### src/rtl/txring_pkg.sv
package txring_pkg;
  localparam int DESC_W = 64;
  localparam int ADDR_W = 32;
  localparam int LEN_W  = 16;
  localparam int CTL_W  = 16;
  localparam int STAT_W = 6;

  localparam int CB_READY   = 15;
  localparam int CB_WRAP    = 13;
  localparam int CB_INTR    = 12;
  localparam int CB_CRC     = 10;
  localparam int CB_STAT_LO = 4;

  typedef enum logic [1:0] {
    ST_IDLE,
    ST_FETCH,
    ST_REQ,
    ST_WAIT
  } walk_state_e;
endpackage

### src/rtl/txring_dmem.sv
module txring_dmem
  import txring_pkg::*;
#(
  parameter int RING_DEPTH = 8,
  parameter int IDX_W = $clog2(RING_DEPTH)
) (
  input  logic              clk,
  input  logic              rst,
  input  logic              sw_we,
  input  logic [IDX_W-1:0]  sw_idx,
  input  logic [DESC_W-1:0] sw_data,
  input  logic              eng_we,
  input  logic [IDX_W-1:0]  eng_idx,
  input  logic [DESC_W-1:0] eng_data,
  input  logic [IDX_W-1:0]  rd_a_idx,
  output logic [DESC_W-1:0] rd_a_data,
  input  logic [IDX_W-1:0]  rd_b_idx,
  output logic [DESC_W-1:0] rd_b_data
);
  logic [DESC_W-1:0] mem [RING_DEPTH];
  logic              sw_blocked;

  assign sw_blocked = eng_we && (eng_idx == sw_idx);

  always_ff @(posedge clk) begin
    if (sw_we && !sw_blocked) mem[sw_idx] <= sw_data;
    if (eng_we) mem[eng_idx] <= eng_data;
  end

  assign rd_a_data = mem[rd_a_idx];
  assign rd_b_data = mem[rd_b_idx];

  // Completion hands the descriptor back to software.
  assert_wb_clears_ready_R2: assert property (@(posedge clk) disable iff (rst)
    eng_we |=> !mem[$past(eng_idx)][32+CB_READY]);
endmodule

### src/rtl/txring_evt.sv
module txring_evt (
  input  logic clk,
  input  logic rst,
  input  logic ctl_rst,
  input  logic set,
  input  logic clr,
  output logic evt_q
);
  always_ff @(posedge clk) begin
    if (rst || ctl_rst) evt_q <= 1'b0;
    else if (set)       evt_q <= 1'b1;
    else if (clr)       evt_q <= 1'b0;
  end

  assert_evt_set_R8: assert property (@(posedge clk) disable iff (rst)
    set && !ctl_rst |=> evt_q);
  assert_evt_sticky_R8: assert property (@(posedge clk) disable iff (rst)
    evt_q && !clr && !ctl_rst |=> evt_q);
endmodule

### src/rtl/txring_fsm.sv
module txring_fsm
  import txring_pkg::*;
#(
  parameter int RING_DEPTH = 8,
  parameter int IDX_W = $clog2(RING_DEPTH)
) (
  input  logic              clk,
  input  logic              rst,
  input  logic              ctl_rst,
  input  logic              kick,
  input  logic [IDX_W-1:0]  base_idx,
  input  logic [DESC_W-1:0] fetch_desc,
  output logic [IDX_W-1:0]  ptr,
  output logic              req_valid,
  input  logic              req_ready,
  output logic [ADDR_W-1:0] req_addr,
  output logic [LEN_W-1:0]  req_len,
  output logic              req_crc,
  input  logic              done_valid,
  output logic              done_ready,
  input  logic [STAT_W-1:0] done_flags,
  output logic              wb_en,
  output logic [DESC_W-1:0] wb_data,
  output logic              evt_set,
  output logic              busy
);
  localparam logic [IDX_W-1:0] TOP_IDX = IDX_W'(RING_DEPTH - 1);

  walk_state_e       state;
  logic [DESC_W-1:0] cur;
  logic              kick_pend;
  logic [CTL_W-1:0]  cur_ctl, new_ctl;
  logic [IDX_W-1:0]  nxt_ptr;

  assign cur_ctl = cur[32 +: CTL_W];

  always_comb begin
    new_ctl = cur_ctl;
    new_ctl[CB_READY] = 1'b0;
    new_ctl[CB_STAT_LO +: STAT_W] = done_flags;
  end

  always_comb begin
    if (cur_ctl[CB_WRAP])     nxt_ptr = base_idx;
    else if (ptr == TOP_IDX)  nxt_ptr = '0;
    else                      nxt_ptr = ptr + 1'b1;
  end

  always_ff @(posedge clk) begin
    if (rst || ctl_rst) begin
      state     <= ST_IDLE;
      ptr       <= rst ? '0 : base_idx;
      kick_pend <= 1'b0;
      cur       <= '0;
    end else begin
      case (state)
        ST_IDLE: if (kick) state <= ST_FETCH;
        ST_FETCH: begin
          if (fetch_desc[32+CB_READY]) begin
            cur   <= fetch_desc;
            state <= ST_REQ;
          end else if (!(kick || kick_pend)) begin
            state <= ST_IDLE;
          end
        end
        ST_REQ: if (req_ready) state <= ST_WAIT;
        ST_WAIT: if (done_valid) begin
          ptr   <= nxt_ptr;
          state <= ST_FETCH;
        end
        default: state <= ST_IDLE;
      endcase
      if (state == ST_FETCH)                 kick_pend <= 1'b0;
      else if (kick && state != ST_IDLE)     kick_pend <= 1'b1;
    end
  end

  assign req_valid  = (state == ST_REQ);
  assign req_addr   = cur[ADDR_W-1:0];
  assign req_len    = cur[DESC_W-1 -: LEN_W];
  assign req_crc    = cur_ctl[CB_CRC];
  assign done_ready = (state == ST_WAIT);
  assign wb_en      = done_ready && done_valid;
  assign wb_data    = {cur[DESC_W-1 -: LEN_W], new_ctl, cur[ADDR_W-1:0]};
  assign evt_set    = wb_en && cur_ctl[CB_INTR];
  assign busy       = (state != ST_IDLE);

  assert_req_hold_R3: assert property (@(posedge clk) disable iff (rst)
    req_valid && !req_ready && !ctl_rst |=>
      req_valid && $stable(req_addr) && $stable(req_len) && $stable(req_crc));
  assert_req_owned_R2: assert property (@(posedge clk) disable iff (rst)
    req_valid |-> cur_ctl[CB_READY]);
  assert_idle_park_R6: assert property (@(posedge clk) disable iff (rst)
    state == ST_IDLE && !kick && !ctl_rst |=> state == ST_IDLE && $stable(ptr));
  assert_stray_done_R3: assert property (@(posedge clk) disable iff (rst)
    done_valid && !done_ready && !ctl_rst |=> $stable(ptr));
endmodule

### src/rtl/txring_engine.sv
module txring_engine
  import txring_pkg::*;
#(
  parameter int RING_DEPTH = 8,
  parameter int IDX_W = $clog2(RING_DEPTH)
) (
  input  logic              clk,
  input  logic              rst,
  input  logic              ctl_rst,
  input  logic              start_we,
  input  logic [IDX_W-1:0]  start_idx,
  input  logic              kick,
  input  logic              dw_en,
  input  logic [IDX_W-1:0]  dw_idx,
  input  logic [63:0]       dw_data,
  input  logic [IDX_W-1:0]  rd_idx,
  output logic [63:0]       rd_data,
  output logic              req_valid,
  input  logic              req_ready,
  output logic [31:0]       req_addr,
  output logic [15:0]       req_len,
  output logic              req_crc,
  input  logic              done_valid,
  output logic              done_ready,
  input  logic [5:0]        done_flags,
  output logic              evt_txf,
  input  logic              evt_clr,
  output logic              busy
);
  logic [IDX_W-1:0]  base_q;
  logic [IDX_W-1:0]  ptr;
  logic [DESC_W-1:0] fetch_desc, wb_data;
  logic              wb_en, evt_set;

  always_ff @(posedge clk) begin
    if (rst)           base_q <= '0;
    else if (start_we) base_q <= start_idx;
  end

  txring_dmem #(.RING_DEPTH(RING_DEPTH), .IDX_W(IDX_W)) u_dmem (
    .clk(clk), .rst(rst),
    .sw_we(dw_en), .sw_idx(dw_idx), .sw_data(dw_data),
    .eng_we(wb_en), .eng_idx(ptr), .eng_data(wb_data),
    .rd_a_idx(rd_idx), .rd_a_data(rd_data),
    .rd_b_idx(ptr), .rd_b_data(fetch_desc)
  );

  txring_fsm #(.RING_DEPTH(RING_DEPTH), .IDX_W(IDX_W)) u_fsm (
    .clk(clk), .rst(rst), .ctl_rst(ctl_rst), .kick(kick),
    .base_idx(base_q), .fetch_desc(fetch_desc), .ptr(ptr),
    .req_valid(req_valid), .req_ready(req_ready), .req_addr(req_addr),
    .req_len(req_len), .req_crc(req_crc),
    .done_valid(done_valid), .done_ready(done_ready), .done_flags(done_flags),
    .wb_en(wb_en), .wb_data(wb_data), .evt_set(evt_set), .busy(busy)
  );

  txring_evt u_evt (
    .clk(clk), .rst(rst), .ctl_rst(ctl_rst),
    .set(evt_set), .clr(evt_clr), .evt_q(evt_txf)
  );

  assert_ctlrst_idle_R10: assert property (@(posedge clk) disable iff (rst)
    ctl_rst |=> !busy && !req_valid && !evt_txf);
endmodule

### config.mk
export PLATFORM = sky130hd
export DESIGN_NAME = txring_engine
export DESIGN_NICKNAME = d
export VERILOG_FILES = /design/src/rtl/txring_pkg.sv /design/src/rtl/txring_dmem.sv /design/src/rtl/txring_evt.sv /design/src/rtl/txring_fsm.sv /design/src/rtl/txring_engine.sv
export SDC_FILE = /design/constraint.sdc
export NUM_CORES = 1
export LEC_CHECK = 0
export CORE_ASPECT_RATIO = 0.8
export CORE_MARGIN = 5
export CORE_UTILIZATION = 48
export DETAILED_ROUTE_END_ITERATION = 10
export PLACE_DENSITY = 0.67
export SLEW_MARGIN = 25
export SYNTH_ARGS = -nofsm -noshare
export SYNTH_HDL_FRONTEND = slang
export SYNTH_SLANG_ARGS = --single-unit
### constraint.sdc
create_clock -name clk -period 4.72 [get_ports clk]
set_input_delay 0.708 -clock clk [delete_from_list [all_inputs] [get_ports clk]]
set_output_delay 0.708 -clock clk [all_outputs]
set_load 0.005 [all_outputs]
# Word-level counts from Yosys, hierarchy flattened

Memory sizes are Yosys's and may differ from the RTL's. A register that Yosys moved wholly into a read port is not among the register bits.
Index checks and enable logic that the tools add are counted.

Input bits: 88
Bits in registers: 74
Memories kept: 1
Latch bits: 0
Output and inout bits: 117
Logic and storage cells: 53
Bits in read-only memories: 0
RAM bits: 512

Multipliers: 0
Equality and inequality tests: 9
$lt $le $gt $ge: 0
Reduce and logical (&&, ||, !) cells: 17
Mux-type cells: 19
Add/sub/neg operators: 1
Divide/modulo/power cells: 0
Bitwise logic cells: 0
Shift operators: 0

Memories:

| name       | words | width | read ports | clocked after Yosys merged registers in | write ports | RTL line          | RTL |
|---|---|---|---|---|---|---|---|
| u_dmem.mem | 8     | 64    | 2          | 1                                       | 2           | txring_dmem.sv:20 | `logic [DESC_W-1:0] mem [RING_DEPTH];` |

Operators by type and width:

| kind                                                                  | number |
|---|---|
| 3-bit two-way mux                                                     | 7 |
| 2-bit two-way mux                                                     | 5 |
| 2-bit case mux with 4 select lines                                    | 1 |
| 2-bit nonzero test                                                    | 4 |
| 1-bit two-way mux                                                     | 6 |
| 1-bit logical AND                                                     | 5 |
| 2-bit equality test, second input constant                            | 2 |
| 2-bit != test, second input constant                                  | 2 |
| 2-bit AND reduction                                                   | 2 |
| 4-bit AND reduction                                                   | 1 |
| 3-bit by 1-bit adder with 3-bit output, second input constant         | 1 |
| 3-bit equality test                                                   | 1 |
| 3-bit equality test, second input constant                            | 1 |
| 3-bit != test, second input constant                                  | 1 |
| 2-bit by 1-bit equality test with 1-bit output, second input constant | 1 |
| 2-bit zero test                                                       | 1 |
| 1-bit logical OR                                                      | 2 |
| 2-bit by 1-bit != test with 1-bit output, second input constant       | 1 |
| 2-bit OR reduction                                                    | 1 |
| 1-bit zero test                                                       | 1 |

# Depth between registers and ports, before layout

Gate-level depths: netlist of the first run.

Word-level depth: 7
Mapped depth: 8
Gate-level depth less buffers: 6

# Modules after synthesis

From an unflattened synthesis of the first run, not the netlist that was laid out.

Cell total of the unflattened synthesis: 1935
Area, all modules: 32362.3 um^2

By module, submodules not included:

| module        | sequential area each (um^2) | area each (um^2) | times used | cells each |
|---|---|---|---|---|
| txring_dmem   | 15374.7                     | 29423.2          | 1          | 1570 |
| txring_fsm    | 1291.2                      | 2792.7           | 1          | 352 |
| txring_engine | 60.1                        | 101.3            | 1          | 9 |
| txring_evt    | 20.0                        | 45.0             | 1          | 4 |

# Worst setup path before layout of the first run

OpenSTA, ideal clock, no wires.

Path type: input port to flip-flop
Start: input dw_idx[1]
End: memory u_dmem.mem[0][0] (enable)
Slack: 1704 ps
Data arrival time: 2622 ps
Required time: 4326 ps
Buffers on the path: 2
Stages on the path: 6
Setup time: 394 ps
Cell sequence: buf_2 > xor2_1 > o41ai_4 > nor4_1 > buf_2 > or2_2

RTL lines:

| what               | RTL line            | RTL |
|---|---|---|
| start: declaration | txring_engine.sv:14 | `input logic [IDX_W-1:0] dw_idx,` |
| end: declaration   | txring_dmem.sv:20   |  |

# Worst setup path in the final report of the first run

Start: input rd_idx[0]
End: output rd_data[29]

Word-level cells in the longest chain between the ends: 1

Ends and longest elaborated chain:

| what                   | RTL line            | RTL |
|---|---|---|
| start: declaration     | txring_engine.sv:16 | `input logic [IDX_W-1:0] rd_idx,` |
| memory read 8 x 64 bit | -                   |  |
| end: declaration       | txring_engine.sv:17 | `output logic [63:0] rd_data,` |

No other way between the ends.

==> insert_results.sql, run 1 <==
INSERT INTO impl_metrics (metric_group, metric, value, unit) VALUES
('critical_path', 'worstPathArrival', '2880', 'ps'),
('cells_and_area', 'filler_cell_count_in_the_final_layout', '5116', ''),
('critical_path', 'timing.critical_path.from_type', 'primary input', ''),
('sta', 'post-route-period-util', '75.9', '%'),
('routing', 'finalWirelength', '97500', 'µm'),
('sta', 'actual_transition_at_the_worst_max_transition_pin', '1130', 'ps'),
('sta', 'setup-violations-final', '0', ''),
('sta', 'max_freq', '0.279', 'GHz'),
('cells_and_area', 'fin_nets', '2087', ''),
('sta', 'final-max-slew-violation-count', '0', ''),
('critical_path', 'maximum_fanout_count_along_the_critical_path', '45', ''),
('clocking', 'htree_num_levels', '2', ''),
('place', 'place_inst', '2783', ''),
('place', 'portBuffers', '204', ''),
('power', 'power_density', '330', 'nW/µm²'),
('clocking', 'cts-root-to-sink-buffers', '3', ''),
('critical_path', 'worst_r2r_endpoint', 'u_dmem.mem[6][25]', ''),
('cells_and_area', 'synthToLayoutAreaGrowth', '11.8', '%'),
('grt', 'antenna_found_initial', '7', ''),
('logic_synthesis', 'total_of_warnings_raised_by_yosys', '0', ''),
('hold_path', 'min_delay_worst_endpoint', 'base_q[2]', ''),
('critical_path', 'timing.setup.critical_path_class', 'primary input to output port', ''),
('critical_path', 'critical-path-top-delay-family', 'buffers and inverters', ''),
('routing', 'dr_total_vias', '20705', ''),
('clocking', 'holdBufCountCts', '0', ''),
('status', 'status', 'finished clean', ''),
('routing', 'detail_route.vias_per_cell', '7.15', ''),
('critical_path', 'r2r_start', 'u_fsm.state[1]', ''),
('grt', 'overflow', '0', ''),
('clocking', 'clkSinkCount', '582', ''),
('logic_synthesis', 'netlist.area_leader.share', '48.7', '%'),
('floorplanning', 'floorplan.die.width', '295', 'µm'),
('sta', 'unrepaired_setup_endpoints_after_global_routing', 'no', ''),
('logic_synthesis', 'synth_area_leaders', 'sky130_fd_sc_hd__edfxtp_1, sky130_fd_sc_hd__mux4_2, sky130_fd_sc_hd__a22o_1', ''),
('logic_synthesis', 'synth_enable_flop_cells', '507', ''),
('routing', 'dr.first_iter.drc_count', '2631', ''),
('sta', 'timing.slew.headroom', '24.5', '%'),
('routing', 'route.antenna.remaining_nets', '0', ''),
('critical_path', 'slowest_stage', 'sky130_fd_sc_hd__mux4_2', ''),
('logic_synthesis', 'synthDistinctLibCells', '41', ''),
('floorplanning', 'top_level_ports', '205', ''),
('sta', 'timing.final.hold_violations', '0', ''),
('sta', 'finalSetupTns', '0', 'ps'),
('cells_and_area', 'post_route_cells_drive_above_1_share', '23.7', '%'),
('critical_path', 'crit_path_max_incr_delay', '540', 'ps'),
('logic_synthesis', 'ys_async_sr_fraction', '0', '%'),
('critical_path', 'crit_required', '4010', 'ps'),
('floorplanning', 'start_util', '48.6', '%'),
('critical_path', 'worstSetupPathDepth', '5', ''),
('critical_path', 'crit_end_category', 'output port', ''),
('floorplanning', 'core_area', '64400', 'µm²'),
('clocking', 'clkSlewWorstSetupHoldPaths', '60', 'ps'),
('clocking', 'cts_buffers', '57', ''),
('critical_path', 'worstRegToRegCells', '5', ''),
('sta', 'final_critical_path_setup_slack', '1140', 'ps'),
('logic_synthesis', 'synth.yosys.seq_area_share', '53.5', '%'),
('floorplanning', 'dieHeight', '238', 'µm'),
('routing', 'drt_first_pass_iters', '5', ''),
('routing', 'drcViolationCount', '0', ''),
('cells_and_area', 'final_std_cells_w_o_fill', '2894', ''),
('routing', 'post_drt_wl_per_cell', '33.7', 'µm'),
('critical_path', 'ff2ff_setup_slack', '1420', 'ps'),
('logic_synthesis', 'syn_area', '31300', 'µm²'),
('run', 'max_cap_viol_count', '0', ''),
('logic_synthesis', 'synthesis.area_per_instance', '15.2', 'µm²'),
('clocking', 'clock_tree.root_cell', 'sky130_fd_sc_hd__clkbuf_16', ''),
('power', 'irDropWorstVdd', '0.305', 'mV'),
('power', 'leakagePower', '9.84', 'nW'),
('place', 'post-place-ws', '847', 'ps'),
('place', 'place.detailed.hpwl', '53300', 'µm'),
('hold_path', 'min_from', 'base_q[2]', '');
report_power, final:
part           total (mW)  leakage, nW  internal, mW  switching [mW]
Sequential           5.89         4.32          5.72           0.165
Clock                4.50        0.890          2.50            2.01
Combinational        1.14         4.63         0.551           0.593
metrics by stage:
step                hold WS, ps  power (mW)  area [µm²]
detailed placement          485        7.13       33100
finish                      495        11.5       35000
global placement            474        7.10       33100
global route                542        11.8       35000
CTS                         502        11.6       34900
floorplan                   453        6.70       31300
cell usage after synthesis (all sizes together) (2+ instances only):
library cell  number
o211ai             2
mux4             242
xor2               2
inv                6
a22o             504
nand3b             2
clkbuf            92
ha                 6
and4bb             2
o21ai              5
nor2              76
mux2              68
a21oi              5
nor3               6
nor4b              3
or2               10
nand2b             3
nor4               2
mux2i             71
a211oi            57
edfxtp           507
dfxtp             75
buf              287
nand2              8
worst min-delay path, stage by stage (launching register included):
cell,delay (ps)
sky130_fd_sc_hd__dfxtp_1,330
sky130_fd_sc_hd__mux2i_1,60
sky130_fd_sc_hd__nor2_1,70
how the worst max path moves through the flow:
| stage | slack (ps) | from | end |
|---|---|---|---|
| 6_report | 1140 | rd_idx[0] | rd_data[29] |
| 5_1_grt | 1000 | rd_idx[0] | rd_data[29] |
| 4_1_cts | 1110 | rd_idx[0] | rd_data[29] |
| 3_5_place_dp | 850 | dw_idx[1] | u_dmem.mem[0][36] |
| 3_3_place_gp | 840 | dw_idx[1] | u_dmem.mem[0][36] |
| 2_1_floorplan | 1700 | dw_idx[1] | u_dmem.mem[0][0] |
flip-flops by register name (all words and copies together) (netlist names), named ones only:
| signal | cells |
|---|---|
| u_fsm.ptr | 3 |
| u_dmem.mem | 512 |
| u_evt.evt_q | 1 |
| base_q | 3 |
| u_fsm.kick_pend | 1 |
| u_fsm.cur | 57 |
| u_fsm.state | 2 |
layer usage:
metal | GRT usage, % | vias to the layer above | wire, µm
li1 | - | 8320 | -
met1 | 38.3 | 10736 | 38500
met2 | 42.5 | 1466 | 45200
met3 | 6.36 | 175 | 11700
met4 | 6.63 | 8 | 2130
met5 | 0 | - | 46
placed cells by master (no fill, tap or decap), drive strengths merged, types with 2 or more instances in the layout:
master	count
o21ai	5
dfxtp	75
diode	2
a21oi	5
clkinv	20
buf	59
nand2	8
and4bb	2
a211oi	57
nor4	2
nor3	6
edfxtp	507
mux2i	71
mux2	68
clkbuf	84
mux4	242
nor4b	3
nand2b	3
nor2	76
nand3b	2
clkdlybuf4s50	201
inv	7
o211ai	2
bufinv	2
a22o	504
xor2	2
ha	6
or2	10
area by class of cell:
type,instances,area (µm²),area share (%)
diodes,2,5.00,0.0143
clock buffers,84,1630,4.66
clock inverters,24,169,0.483
inverters,6,22.5,0.0644
multi-input cells,1086,12700,36.3
flip-flops and latches,582,16700,47.9
well taps,850,1060,3.04
repair buffers,260,2640,7.55
kinds of logic (layout without fill, tap and decap cells):
logic type,count (synthesis),in the layout,synth area share (%)
other,0,2,0
multiplexers,381,381,22.1
buffers and inverters,385,374,6.32
AO/OA/AOI/OAI,580,580,16.0
XOR/XNOR,2,2,0.0560
flip-flops,582,582,53.5
adder cells (fa/ha/maj),6,6,0.240
AND/OR/NAND/NOR,117,117,1.80
(Power assumes the default switching activity.)
==> run 2: changes to the inputs <==
clock period = 3.4 ns   (was 4.72 ns; I/O delays follow)
==> run 2 against run 1 <==
Compared with the run above:
- clock-buffer cell count decreased by 11
- wire length increased by 0.50%
- power increased by 40%
- via count increased by 0.60%
- cell area increased by 1.3%
- die area unchanged
- clock skew increased by 16 ps
- first-iteration DRC count increased by 11%
==> insert_results.sql, run 2 (synthesized netlist as in run 1, its figures left out) <==
INSERT INTO impl_metrics (metric_group, metric, value, unit) VALUES
('clocking', 'clkSinkCount', '582', ''),
('grt', 'grt_max_degree', '71', ''),
('sta', 'final-max-slew-violation-count', '0', ''),
('cells_and_area', 'fin_nets', '2112', ''),
('place', 'place.detailed.hpwl', '54800', 'µm'),
('power', 'leakagePower', '10.0', 'nW'),
('clocking', 'cts_buffers', '57', ''),
('critical_path', 'crit_path_max_incr_delay', '550', 'ps'),
('cells_and_area', 'post_route_cells_drive_above_1_share', '24.7', '%'),
('place', 'portBuffers', '204', ''),
('sta', 'post-route-period-util', '86.4', '%'),
('run', 'max_cap_viol_count', '0', ''),
('power', 'power_density', '455', 'nW/µm²'),
('critical_path', 'worst_r2r_endpoint', 'u_dmem.mem[2][52]', ''),
('clocking', 'tritoncts', 'built', ''),
('clocking', 'htree_num_levels', '2', ''),
('sta', 'final_critical_path_setup_slack', '462', 'ps'),
('critical_path', 'crit_chain', 'buf_8, buf_12, mux4_2, mux2_2, clkdlybuf4s50_1', ''),
('routing', 'post_drt_wl_per_cell', '33.6', 'µm'),
('critical_path', 'maximum_fanout_count_along_the_critical_path', '36', ''),
('floorplanning', 'dieHeight', '238', 'µm'),
('floorplanning', 'floorplan.die.width', '295', 'µm'),
('clocking', 'post-cts-setup-buffer-count', '0', ''),
('routing', 'route.antenna.remaining_nets', '0', ''),
('critical_path', 'timing.critical_path.from_type', 'primary input', ''),
('sta', 'timing.final.crit_period', '2940', 'ps'),
('status', 'status', 'finished clean', ''),
('grt', 'grt_usage', '27.3', '%'),
('routing', 'dr_total_vias', '20830', ''),
('sta', 'unrepaired_setup_endpoints_after_global_routing', 'no', ''),
('cells_and_area', 'largest_register_ffs', '512', ''),
('clocking', 'ctsResizeCount', '0', ''),
('critical_path', 'crit_end_category', 'output port', ''),
('sta', 'finalSetupTns', '0', 'ps'),
('cells_and_area', 'layout.cells.most_common', 'sky130_fd_sc_hd__edfxtp_1', ''),
('routing', 'dr.first_iter.drc_count', '2924', ''),
('routing', 'drcViolationCount', '0', ''),
('floorplanning', 'core_area', '64400', 'µm²'),
('sta', 'max_freq', '0.340', 'GHz'),
('hold_path', 'min_from', 'evt_clr', ''),
('floorplanning', 'floorplan.die_area', '70400', 'µm²'),
('critical_path', 'worstRegToRegCells', '5', ''),
('power', 'irDropWorstVdd', '0.378', 'mV'),
('clocking', 'cts-root-to-sink-buffers', '3', ''),
('hold_path', 'min_path_cells', '4', ''),
('sta', 'worst_clock_skew', '30.9', 'ps'),
('sta', 'timing.slew.headroom', '38.6', '%'),
('routing', 'drt_first_pass_iters', '5', ''),
('floorplanning', 'row_count', '83', ''),
('critical_path', 'timing.setup.critical_path_class', 'primary input to output port', ''),
('grt', 'grt_pass1_wl', '143000', 'µm'),
('routing', 'finalWirelength', '98000', 'µm'),
('clocking', 'clkSlewWorstSetupHoldPaths', '60', 'ps'),
('critical_path', 'timing.critical_path.from', 'rd_idx[0]', ''),
('sta', 'actual_transition_at_the_worst_max_transition_pin', '921', 'ps'),
('place', 'post-place-ws', '301', 'ps'),
('place', 'final_weighted_congestion_in_routability_driven_placement', '0.826', ''),
('cells_and_area', 'registers.top_by_ff_count', 'u_dmem.mem', ''),
('critical_path', 'crit_required', '2890', 'ps'),
('floorplanning', 'top_level_ports', '205', ''),
('sta', 'setup-violations-final', '0', ''),
('grt', 'grt_pass1_vias', '20836', ''),
('critical_path', 'worstPathArrival', '2430', 'ps'),
('critical_path', 'r2r_start', 'u_fsm.state[1]', ''),
('floorplanning', 'start_util', '48.6', '%'),
('hold_path', 'min_delay_worst_endpoint', 'u_evt.evt_q', ''),
('cells_and_area', 'registers_with_the_highest_flip_flop_counts', 'u_dmem.mem (512), u_fsm.cur (57)', ''),
('clocking', 'worst_skew_pair.late_latency', '630', 'ps'),
('cells_and_area', 'final_cell_mix', 'sky130_fd_sc_hd__edfxtp_1, sky130_fd_sc_hd__a22o_1, sky130_fd_sc_hd__mux4_2', ''),
('hold_path', 'hold_path_class', 'primary input to flop', ''),
('routing', 'detail_route.vias_per_cell', '7.14', ''),
('grt', 'overflow', '0', ''),
('cells_and_area', 'synthToLayoutAreaGrowth', '13.3', '%'),
('sta', 'timing.final.hold_violations', '0', ''),
('clocking', 'clock_tree.root_cell', 'sky130_fd_sc_hd__clkbuf_16', ''),
('clocking', 'holdBufCountCts', '0', ''),
('critical_path', 'ff2ff_setup_slack', '870', 'ps'),
('critical_path', 'slowest_stage', 'sky130_fd_sc_hd__mux4_2', ''),
('grt', 'antenna_found_initial', '4', '');
==> run 2: cell types whose count changed in the layout (fill, tap and decap cells not counted), sizes merged <==
cell,previous run,this run
clkbuf,84,73
diode,2,4
clkinvlp,1,2
bufinv,2,4
clkinv,20,23
buf,59,84
inv,7,8
==> run 2: power by group <==
group	switching (mW)	total [mW]	internal (mW)
logic	0.840	1.64	0.796
clock network	2.79	6.31	3.52
registers	0.222	8.16	7.94
total	3.85	16.1	12.3
==> run 2: per-stage QoR <==
| stage | area (µm²) | power, mW | utilization [%] | std cells | hold slack [ps] |
|---|---|---|---|---|---|
| after detailed placement | 33600 | 9.94 | 52.2 | 2809 | 484 |
| after floorplan | 31300 | 9.30 | - | 2053 | 453 |
| final | 35400 | 16.1 | 55.0 | 2917 | 496 |
| after CTS | 35400 | 16.2 | 55.0 | 2913 | 474 |
| after global routing | 35400 | 16.6 | 55.0 | 2914 | 525 |
| after global placement | 33600 | 9.90 | 52.2 | 2809 | 474 |
==> run 2: cell type report <==
cell class	instances	area (µm²)
multi-input combinational	1086	12700
clock buffer	73	1550
clock inverter	31	280
fill	5052	29000
antenna	4	10.0
sequential	582	16700
timing repair buffer	285	3070
tap	850	1060
inverter	6	22.5
==> run 2: how the worst max path moves through the flow <==
stage                                   end  cells past startpoint  slack, ps
after floorplan            u_dmem.mem[0][0]                      6        580
after global placement    u_dmem.mem[2][63]                      6        330
after detailed placement  u_dmem.mem[0][38]                      6        300
after CTS                       rd_data[55]                      5        440
after global routing            rd_data[55]                      5        380
final                           rd_data[55]                      5        460
==> run 2: metal layers <==
metal	share of wire (%)	track usage [%]
met5	0	0
met4	2.1	6.02
met3	13	6.58
met2	46	42.1
met1	40	40.0
==> run 2: worst max-delay path: cells and delay by family <==
kind / cells / cell delay [ps]
multiplexers: 2 / 860
buffers and inverters: 3 / 970
